===== config.mk =====
export PLATFORM = sky130hd
export DESIGN_NAME = casc_updown_counter
export DESIGN_NICKNAME = d
export VERILOG_FILES = /design/src/rtl/cnt_pkg.sv /design/src/rtl/cnt_op_select.sv /design/src/rtl/cnt_next_state.sv /design/src/rtl/cnt_terminal_detect.sv /design/src/rtl/casc_updown_counter.sv
export SDC_FILE = /design/constraint.sdc
export NUM_CORES = 1
export LEC_CHECK = 0
export BUFFER_PORTS_ARGS = -buffer_cell sky130_fd_sc_hd__buf_2
export CORE_AREA = 10 10 47 49
export DETAILED_ROUTE_END_ITERATION = 10
export DIE_AREA = 0 0 57 59
export GPL_TIMING_DRIVEN = 0
export PLACE_DENSITY = 0.51
export SYNTH_ARGS = -nofsm -noshare
export SYNTH_HDL_FRONTEND = slang
export SYNTH_SLANG_ARGS = --single-unit

===== constraint.sdc =====
create_clock -name clk -period 2.2 [get_ports clk]
set_input_delay 0.33 -clock clk [delete_from_list [all_inputs] [get_ports clk]]
set_output_delay 0.33 -clock clk [all_outputs]
set_load 0.01 [all_outputs]

===== src/rtl/cnt_pkg.sv =====
// Shared types for the up/down counter.
package cnt_pkg;
    // Operation chosen for the coming clock edge.
    typedef enum logic [1:0] {
        OP_HOLD = 2'd0,
        OP_LOAD = 2'd1,
        OP_INC  = 2'd2,
        OP_DEC  = 2'd3
    } cnt_op_e;
endpackage


===== src/rtl/cnt_op_select.sv =====
// Chooses the operation for the next edge from the control inputs.
// Assumes inputs are stable around the edge. Load outranks counting.
module cnt_op_select
    import cnt_pkg::*;
(
    input  logic    load_n,
    input  logic    en_p_n,
    input  logic    en_t_n,
    input  logic    up_dn,
    output cnt_op_e op
);
    // Priority decode: load, then both enables low, else hold.
    always_comb begin
        if (!load_n)
            op = OP_LOAD;
        else if (!en_p_n && !en_t_n)
            op = up_dn ? OP_INC : OP_DEC;
        else
            op = OP_HOLD;
    end
endmodule


===== src/rtl/cnt_next_state.sv =====
// Computes the next count value for the chosen operation.
// Increment and decrement wrap modulo 2**WIDTH.
module cnt_next_state
    import cnt_pkg::*;
#(
    parameter int WIDTH = 4
) (
    input  cnt_op_e          op,
    input  logic [WIDTH-1:0] cur,
    input  logic [WIDTH-1:0] din,
    output logic [WIDTH-1:0] nxt
);
    localparam logic [WIDTH-1:0] ONE = WIDTH'(1);

    // Select the successor of the current count.
    always_comb begin
        unique case (op)
            OP_LOAD: nxt = din;
            OP_INC:  nxt = cur + ONE;
            OP_DEC:  nxt = cur - ONE;
            default: nxt = cur;
        endcase
    end
endmodule


===== src/rtl/cnt_terminal_detect.sv =====
// Active-low carry: flags the terminal count of the live direction.
// The output is gated by enable T. It is combinational on purpose, so a
// following stage sees it within the same clock cycle.
module cnt_terminal_detect #(
    parameter int WIDTH = 4
) (
    input  logic [WIDTH-1:0] cur,
    input  logic             en_t_n,
    input  logic             up_dn,
    output logic             carry_n
);
    logic at_top;
    logic at_bottom;

    // Detect both ends of the count range.
    always_comb begin
        at_top    = &cur;
        at_bottom = ~|cur;
    end

    // Pick the end that matches the direction and gate it with enable T.
    always_comb begin
        carry_n = ~(~en_t_n & (up_dn ? at_top : at_bottom));
    end
endmodule


===== src/rtl/casc_updown_counter.sv =====
// Synchronous presettable up/down counter with a look-ahead carry for
// chaining stages. Assumes inputs settle before each rising edge and that
// rst_n is pulsed once before the count is used.
module casc_updown_counter
    import cnt_pkg::*;
#(
    parameter int WIDTH = 4
) (
    input  logic             clk,
    input  logic             rst_n,
    input  logic             load_n,
    input  logic [WIDTH-1:0] din,
    input  logic             en_p_n,
    input  logic             en_t_n,
    input  logic             up_dn,
    output logic [WIDTH-1:0] count,
    output logic             carry_n
);
    localparam logic [WIDTH-1:0] ALL_ONES = {WIDTH{1'b1}};
    localparam logic [WIDTH-1:0] ZERO     = '0;

    cnt_op_e          op;
    logic [WIDTH-1:0] nxt;
    logic [WIDTH-1:0] cnt_q;

    cnt_op_select u_sel (
        .load_n (load_n),
        .en_p_n (en_p_n),
        .en_t_n (en_t_n),
        .up_dn  (up_dn),
        .op     (op)
    );

    cnt_next_state #(.WIDTH(WIDTH)) u_nxt (
        .op  (op),
        .cur (cnt_q),
        .din (din),
        .nxt (nxt)
    );

    cnt_terminal_detect #(.WIDTH(WIDTH)) u_tc (
        .cur     (cnt_q),
        .en_t_n  (en_t_n),
        .up_dn   (up_dn),
        .carry_n (carry_n)
    );

    // Count register with synchronous active-low clear.
    always_ff @(posedge clk) begin
        if (!rst_n)
            cnt_q <= ZERO;
        else
            cnt_q <= nxt;
    end

    assign count = cnt_q;

    // Preset lands on the next edge regardless of enables.
    p_load_copies_r1: assert property (@(posedge clk) disable iff (!rst_n)
        !load_n |=> count == $past(din));

    // Up count steps by one with wrap.
    p_up_step_r2: assert property (@(posedge clk) disable iff (!rst_n)
        (load_n && !en_p_n && !en_t_n && up_dn) |=> count == $past(count) + WIDTH'(1));

    // Down count steps by one with wrap.
    p_down_step_r3: assert property (@(posedge clk) disable iff (!rst_n)
        (load_n && !en_p_n && !en_t_n && !up_dn) |=> count == $past(count) - WIDTH'(1));

    // Either enable high freezes the count.
    p_hold_r4: assert property (@(posedge clk) disable iff (!rst_n)
        (load_n && (en_p_n || en_t_n)) |=> $stable(count));

    // Carry stays inactive while enable T is high.
    p_carry_gated_r6: assert property (@(posedge clk) disable iff (!rst_n)
        en_t_n |-> carry_n);

    // Carry is active at the terminal count of the live direction.
    p_carry_term_r7: assert property (@(posedge clk) disable iff (!rst_n)
        (!en_t_n && ((up_dn && count == ALL_ONES) || (!up_dn && count == ZERO)))
            |-> !carry_n);
endmodule


==> run metrics, run 1 <==
Post-Synthesis Cell Area=313 µm²; fmax=552 MHz; Distinct cells, synth=27; Avg Vias per Cell=5.00; post-synthesis sequential area ratio=25.6%; dpl ws=0.229 ns; switching share of power=28.9%; status=finished clean; final worst-path cycle share=82.3%; critical path class=register to output pin; ratio of cells with drive above 1 in the final layout=32.7%; maximum vdd drop=0.146 mV; max reg flops=4; largest net degree at the start of global routing=11; hold crit path type=input pin to register; clock network fraction of design power=39.2%; CTS H-tree depth=1; vias in the first global route=370; Post-Route Skew=0.00130 ns; Mapped Cells=38; hpwl dp=699 µm; total congestion overflow=0; starting density of the core=22.3%; commonest non-fill, non-tap cell in the layout=buf_2; post-CTS resize count=0; Max Cap Viol=0; R2R Setup Slk=0.75 ns; die height=59 µm; RR Startpoint=count[0]$_SDFFE_PN0P_; Total GRT Usage=5.57%; Die Span X=57 µm; CTS Buffer Depth=2; wire per inst=12.1 µm; WL final=857 µm; final hold violations=0; CP Max Fanout=5; Reg power frac=37.5%; n_diodes=0; PortBufs=14; postcts setup bufs=0; cts bufs inserted=3; synthesized area per cell=8.23 µm²; CTS Hold Bufs=0; Internal=0.169 mW; clock root cell=clkbuf_4; cell count of the worst reg-to-reg path=3; initial DRC count=0; row cnt=14; Worst Path Required=1.87 ns; Final GP Congestion=0.765; core box area=0.00140 mm²; commonest non-fill, non-tap cells in the layout=buf_2, nand3_1, dfxtp_1; TNS Setup=0 ns; element type at the critical path end=output pin; final setup fails=0; Min Clock Period, post-route=1.81 ns; Final #Nets=68; RR Endpoint=count[3]$_SDFFE_PN0P_; final slew viol count=0; #FFs+latches synth=4; CTS sink count=4; Cell Pwr Density=558 mW/mm²; Comb pwr share=23.3%; Vias=355; Area Overhead vs Synth=36.0%; drc violations=0; WP data arrival=1.48 ns; Clk Latency, worst-skew pair=0.23 ns; clk slew on worst S/H paths=0.04 ns; Die ar.=0.00336 mm²; Setup WS post-layout=0.390 ns; crit path launch type=register; unrepaired setup endpoints after global routing=no; Cells on Worst Hold Path=3; initial antenna violation count=0; io pins=15; YS warnings=0; Pleak=0.199 nW; post-route ant nets=0; origin of the worst setup path=count[0]$_SDFFE_PN0P_; Critical Path End=carry_n; Synth Net Count=49; first-pass GRT wire length=1500 µm; CTS tree=built; Slew @ Worst Pin=0.382 ns; switching pwr=0.0685 mW; TritonRoute pass-1 iters=1; Slew headroom=74.5%
-- critical path: stages, from the launching register on --
cell,delay [ns]
dfxtp_1,0.35
or4_4,0.56
mux2i_1,0.15
nand2b_1,0.06
buf_2,0.13
-- how the worst min path moves through the flow --
stage	start	to	slack, ns
final	din[1]	count[1]$_SDFFE_PN0P_	0.37
after global routing	din[0]	count[0]$_SDFFE_PN0P_	0.38
after CTS	din[1]	count[1]$_SDFFE_PN0P_	0.37
after detailed placement	count[1]$_SDFFE_PN0P_	count[1]$_SDFFE_PN0P_	0.56
after global placement	count[1]$_SDFFE_PN0P_	count[1]$_SDFFE_PN0P_	0.56
after floorplan	rst_n	count[1]$_SDFFE_PN0P_	0.49
-- power groups by stage --
stage / Sequential [mW] / Clock, mW / Combinational [mW]
2_1_floorplan: 0.0916 / 0 / 0.0298
3_3_place_gp: 0.0903 / 0 / 0.0566
3_5_place_dp: 0.0903 / 0 / 0.0567
4_1_cts: 0.0892 / 0.0972 / 0.0568
5_1_grt: 0.0909 / 0.106 / 0.0631
6_report: 0.0890 / 0.0930 / 0.0553
-- final cells by class --
| type | count | area [µm²] |
|---|---|---|
| Buffer | 1 | 3.75 |
| Clock buffer | 3 | 22.5 |
| Fill cell | 169 | 976 |
| Inverter | 1 | 3.75 |
| Multi-Input combinational cell | 32 | 225 |
| Sequential cell | 4 | 80.1 |
| Tap cell | 16 | 20.0 |
| Timing Repair Buffer | 14 | 70.1 |
-- cell families after synthesis --
| kind of cell | Yosys count | share of synthesized area (%) |
|---|---|---|
| xor+xnor | 2 | 5.60 |
| buf+inv | 2 | 2.40 |
| fa+ha+maj | 1 | 4.00 |
| simple gates | 22 | 42.0 |
| flops | 4 | 25.6 |
| compound gates | 6 | 17.2 |
| mux | 1 | 3.20 |
-- per-layer routing --
metal	track usage [%]	vias up	wire, µm
met4	5.03	0	21
met2	8.84	9	416
met5	0	-	0
met3	2.79	2	57
met1	5.22	164	362
li1	-	180	-
-- Yosys cell counts --
cell | instances | share of area [%]
and2_1 | 1 | 2.0
a311oi_1 | 1 | 2.8
nor3b_1 | 1 | 2.4
or4_4 | 1 | 3.6
nor3_1 | 1 | 1.6
mux2i_1 | 1 | 3.2
and3_1 | 1 | 2.0
and3b_1 | 2 | 5.6
nand3_1 | 4 | 6.4
nand4_1 | 1 | 2.0
a211oi_1 | 1 | 2.4
a41oi_1 | 2 | 5.6
nor2_1 | 3 | 3.6
or2_1 | 1 | 2.0
dfxtp_1 | 4 | 26
nand2_1 | 2 | 2.4
inv_1 | 1 | 1.2
or3_1 | 1 | 2.0
ha_1 | 1 | 4.0
o2111ai_1 | 1 | 2.8
nor2b_1 | 1 | 2.0
or2b_1 | 1 | 2.4
clkbuf_1 | 1 | 1.2
xnor2_1 | 1 | 2.8
nand2b_1 | 1 | 2.0
a2111o_1 | 1 | 3.6
xor2_1 | 1 | 2.8
-- metrics by stage --
step | utilization [%] | total power, mW | area (µm²) | hold slack [ns] | instances
2_1_floorplan | - | 0.121 | 313 | 0.486 | 38
3_3_place_gp | 28.7 | 0.147 | 403 | 0.555 | 68
3_5_place_dp | 28.7 | 0.147 | 403 | 0.557 | 68
4_1_cts | 30.4 | 0.243 | 425 | 0.365 | 71
5_1_grt | 30.4 | 0.260 | 425 | 0.381 | 71
6_report | 30.4 | 0.237 | 425 | 0.370 | 71
Note: power is estimated with default switching activity, not from simulation.
==> inputs of run 2 (changes only) <==
--- a/config.mk
+++ b/config.mk
@@ -10,7 +10,7 @@
 export DETAILED_ROUTE_END_ITERATION = 10
 export DIE_AREA = 0 0 57 59
 export GPL_TIMING_DRIVEN = 0
-export PLACE_DENSITY = 0.51
+export PLACE_DENSITY = 0.53
 export SYNTH_ARGS = -nofsm -noshare
 export SYNTH_HDL_FRONTEND = slang
 export SYNTH_SLANG_ARGS = --single-unit
==> constraint.sdc (replaced) <==
create_clock -name clk -period 1.5 [get_ports clk]
set_input_delay 0.225 -clock clk [delete_from_list [all_inputs] [get_ports clk]]
set_output_delay 0.225 -clock clk [all_outputs]
set_load 0.01 [all_outputs]
==> run 2 against run 1 <==
Net effect:
- sequential share of layout area grew 0.37 points
- combinational power is 71% higher
- die area unchanged
- the flow now finishes with violations (setup timing)
==> run metrics, run 2 (synthesis gave the netlist of run 1 again) <==
status=finished, violations left; failing checks=setup timing; critical path class=register to output pin; clock root cell=clkbuf_4; starting density of the core=22.3% (unchanged); n_diodes=0 (unchanged); WP data arrival=1.44 ns (-0.04 ns); cell count of the worst reg-to-reg path=6 (+3); maximum vdd drop=0.368 mV (+150%); core box area=0.00140 mm² (unchanged); TNS Setup=-0.167 ns (-0.167 ns); commonest non-fill, non-tap cells in the layout=buf_2, nand3_1, nor2_1, clkbuf_4; Slew headroom=81.9% (+7.4 points); final worst-path cycle share=111%; element type at the critical path end=output pin; initial antenna violation count=0 (unchanged); Cells on Worst Hold Path=3 (unchanged); io pins=15 (unchanged); clk slew on worst S/H paths=0.04 ns (about the same); TritonRoute pass-1 iters=2 (+1); CP Max Fanout=3 (-2); ratio of cells with drive above 1 in the final layout=50.0% (+17 points); PortBufs=14 (unchanged); Min Clock Period, post-route=1.67 ns; CTS tree=built; min-delay src=din[1]; Avg Vias per Cell=5.00 (unchanged); commonest non-fill, non-tap cell in the layout=buf_2; Total GRT Usage=5.61% (+0.038 points); Area Overhead vs Synth=48.0%; drc violations=0 (unchanged); max reg flops=4 (unchanged); first-pass GRT wire length=1520 µm (+1.3%); vias in the first global route=364 (-1.6%); Setup WS post-layout=-0.167 ns (-0.556 ns); crit path launch type=register; cts bufs inserted=3 (unchanged); Final GP Congestion=0.708 (-7.4%); CTS sink count=4 (unchanged); hold crit path type=input pin to register; Max Cap Viol=0 (unchanged); Post-Route Skew=0.00168 ns (+0.000380 ns); Cell Pwr Density=796 mW/mm² (+43%); origin of the worst setup path=count[1]$_SDFFE_PN0P_; wire per inst=13.2 µm (+9.0%); Pleak=0.211 nW (+6.1%); post-route ant nets=0 (unchanged); die height=59 µm (unchanged); total congestion overflow=0 (unchanged); initial DRC count=4 (+4); final setup fails=1 (+1); row cnt=14 (unchanged); RR Startpoint=count[1]$_SDFFE_PN0P_; final slew viol count=0 (unchanged); unrepaired setup endpoints after global routing=yes; dpl ws=-0.291 ns (-0.520 ns); Finished Core Util=33.0% (+2.7 points); final hold violations=0 (unchanged); Vias=360 (+1.4%); CTS H-tree depth=1 (unchanged); Slew @ Worst Pin=0.270 ns (-0.112 ns); dpl cell area=420 µm² (+4.3%); hpwl dp=701 µm (+0.26%); CTS Buffer Depth=2 (unchanged); Die ar.=0.00336 mm² (unchanged); largest net degree at the start of global routing=14 (+3); Clk Latency, worst-skew pair=0.24 ns (about the same); Final #Nets=69 (+1.5%); Worst Path Required=1.27 ns (-0.60 ns); final instance area=463 µm² (+8.8%); Die Span X=57 µm (unchanged); WL final=947 µm (+11%); fmax=600 MHz
run 2: area by class of cell:
type | count | area (µm²)
Fill cell | 163 | 938
Multi-Input combinational cell | 32 | 243
Sequential cell | 4 | 88.8
Timing Repair Buffer | 16 | 85.1
Clock buffer | 3 | 22.5
Tap cell | 16 | 20.0
Inverter | 1 | 3.75
run 2: through the flow:
| stage | power [mW] | hold slack (ns) | instances |
|---|---|---|---|
| finish | 0.368 | 0.259 | 72 |
| floorplan | 0.182 | 0.381 | 38 |
| global route | 0.388 | 0.296 | 72 |
| global placement | 0.220 | 0.503 | 68 |
| CTS | 0.366 | 0.259 | 71 |
| detailed placement | 0.220 | 0.515 | 68 |
run 2: worst paths after layout:
check,endpoint,slack [ns]
setup / recovery,carry_n,-0.17
hold / removal,count[1]$_SDFFE_PN0P_,0.26
setup reg to reg,count[2]$_SDFFE_PN0P_,0.07
hold reg to reg,count[2]$_SDFFE_PN0P_,0.57
run 2: power by group:
group / internal, mW / total (mW) / switching, mW / leakage [nW]
clock: 0.0903 / 0.145 / 0.0549 / 0.0138
sequential: 0.117 / 0.128 / 0.0117 / 0.0347
combinational: 0.0483 / 0.0947 / 0.0464 / 0.163
total: 0.255 / 0.368 / 0.113 / 0.211
run 2: critical path, stage by stage, from the launching register on:
cell	delay, ns
dfxtp_4	0.33
or4_4	0.52
mux2i_1	0.14
nand2b_1	0.06
buf_2	0.13
run 2: repair_timing:
item,CTS,global route
setup buffers,1,1
gates resized for setup,5,0
setup endpoints to repair,2,2
hold buffers,0,0
pin swaps,1,5
run 2: layer usage:
layer  track usage [%]  part of all wire (%)  wire [µm]
met1              6.63                    49        461
met2              7.91                    46        434
met3              3.00                   5.4         51
met4              3.02                     0          0
met5                 0                     0          0
==> inputs of run 3 (changes only) <==
--- a/config.mk
+++ b/config.mk
@@ -10,7 +10,6 @@
 export DETAILED_ROUTE_END_ITERATION = 10
 export DIE_AREA = 0 0 57 59
 export GPL_TIMING_DRIVEN = 0
-export PLACE_DENSITY = 0.53
 export SYNTH_ARGS = -nofsm -noshare
 export SYNTH_HDL_FRONTEND = slang
 export SYNTH_SLANG_ARGS = --single-unit
==> constraint.sdc (replaced) <==
create_clock -name clk -period 2 [get_ports clk]
set_input_delay 0.3 -clock clk [delete_from_list [all_inputs] [get_ports clk]]
set_output_delay 0.3 -clock clk [all_outputs]
set_load 0.01 [all_outputs]
==> run 3 against run 2 <==
Net effect:
- combinational power fell by 35%
- first-iteration DRC count fell by 25%
- the run now ends clean
- global-route usage fell by 0.29 points
==> run metrics, run 3 (synthesis gave the netlist of run 1 again) <==
status=finished clean; Slew @ Worst Pin=0.353 ns (+0.0829 ns); element type at the critical path end=output pin; n_diodes=0 (unchanged); Avg Vias per Cell=4.79 (-4.2%); final slew viol count=0 (unchanged); Worst Path Required=1.70 ns (+0.43 ns); wire per inst=12.1 µm (-7.8%); unrepaired setup endpoints after global routing=no; WL final=861 µm (-9.1%); ratio of cells with drive above 1 in the final layout=32.7% (-17 points); hpwl dp=735 µm (+4.8%); commonest non-fill, non-tap cells in the layout=buf_2, nand3_1, dfxtp_1; Total GRT Usage=5.32% (-0.29 points); first-pass GRT wire length=1470 µm (-3.6%); post-CTS resize count=0 (-5); row cnt=14 (unchanged); final worst-path cycle share=88.4%; WL met1=366 µm (-21%); Setup WS post-layout=0.231 ns (+0.398 ns); Pleak=0.199 nW (-5.8%); critical path class=register to output pin; RR Startpoint=count[0]$_SDFFE_PN0P_; CTS Hold Bufs=0 (unchanged); PortBufs=14 (unchanged); final setup fails=0 (-1); min-delay src=din[1]; post-route ant nets=0 (unchanged); dpl ws=0.0620 ns (+0.353 ns); CTS sink count=4 (unchanged); TNS Setup=0 ns (+0.167 ns); Area Overhead vs Synth=36.0%; TritonRoute pass-1 iters=4 (+2); routed wl met3=56 µm (+9.8%); Min Clock Period, post-route=1.77 ns; commonest non-fill, non-tap cell in the layout=buf_2; die height=59 µm (unchanged); R2R Setup Slk=0.56 ns (+0.49 ns); starting density of the core=22.3% (unchanged); Worst path slowest cell=or4_4; Die ar.=0.00336 mm² (unchanged); fmax=565 MHz; Vias=340 (-5.6%); maximum vdd drop=0.116 mV (-68%); Max Cap Viol=0 (unchanged); cell count of the worst reg-to-reg path=3 (-3); clock root cell=clkbuf_4; WP data arrival=1.47 ns (+0.03 ns); Top Metal Used=met3; CP Max Fanout=5 (+2); CP peak stage delay=0.56 ns (+0.04 ns); Die Span X=57 µm (unchanged); final hold violations=0 (unchanged); hold crit path type=input pin to register; clk slew on worst S/H paths=0.04 ns (about the same); io pins=15 (unchanged); Final GP Congestion=0.735 (+3.8%); crit path launch type=register; # fillers=164 (+0.61%); Cells on Worst Hold Path=3 (unchanged); total congestion overflow=0 (unchanged); WL met2=439 µm (+1.2%); Slew headroom=76.4% (-5.5 points); initial DRC count=3 (-1); CP Cell Sequence=or4_4, mux2i_1, nand2b_1, buf_2; vias in the first global route=357 (-1.9%); dpl cell area=403 µm² (-4.2%); Post-Route Skew=0.00109 ns (-0.000590 ns); final instance area=425 µm² (-8.1%); drc violations=0 (unchanged); CTS tree=built; Clk Latency, worst-skew pair=0.23 ns (about the same); RR Endpoint=count[3]$_SDFFE_PN0P_; core box area=0.00140 mm² (unchanged); max reg flops=4 (unchanged); largest net degree at the start of global routing=11 (-3); postcts setup bufs=0 (-1); cts bufs inserted=3 (unchanged); initial antenna violation count=0 (unchanged); CTS Buffer Depth=2 (unchanged); Hold EP=count[1]$_SDFFE_PN0P_; Cell Pwr Density=606 mW/mm² (-24%); CTS H-tree depth=1 (unchanged); Final #Nets=68 (-1.4%)
[run 3: metal layers]
layer,vias up,global-route usage [%]
li1,180,-
met1,154,5.12
met2,6,8.84
met3,0,2.36
met4,0,4.03
met5,-,0
[run 3: worst max-delay path by stage]
stage / startpoint / to / slack, ns
floorplan: en_t_n / count[2]$_SDFFE_PN0P_ / 0.31
global placement: load_n / count[2]$_SDFFE_PN0P_ / 0.07
detailed placement: load_n / count[2]$_SDFFE_PN0P_ / 0.06
CTS: count[0]$_SDFFE_PN0P_ / carry_n / 0.21
global route: load_n / count[2]$_SDFFE_PN0P_ / 0.14
finish: count[0]$_SDFFE_PN0P_ / carry_n / 0.23
[run 3: power by group]
group	switching, mW	total [mW]	internal, mW
logic	0.0303	0.0612	0.0310
registers	0.0102	0.0977	0.0875
clock network	0.0320	0.0991	0.0671
[run 3: metrics by stage]
stage / cells / hold WS (ns) / power (mW) / utilization, %
2_1_floorplan: 38 / 0.456 / 0.134 / -
3_3_place_gp: 68 / 0.561 / 0.161 / 28.7
3_5_place_dp: 68 / 0.568 / 0.162 / 28.7
4_1_cts: 71 / 0.341 / 0.262 / 30.4
5_1_grt: 71 / 0.370 / 0.278 / 30.4
6_report: 71 / 0.345 / 0.258 / 30.4
[run 3: area by class of cell]
class	count	area, µm²	area share, %
multi-input cells	32	225	52.9
flip-flops and latches	4	80.1	18.8
repair buffers	14	70.1	16.5
clock buffers	3	22.5	5.29
well taps	16	20.0	4.71
plain buffers	1	3.75	0.882
inverters	1	3.75	0.882
[run 3: critical path, delay by kind of cell, from the launching register on]
family                 cells  cell delay (ns)
buffers and inverters      1             0.13
AND/OR/NAND/NOR            2             0.62
flip-flops                 1             0.35
multiplexers               1             0.14
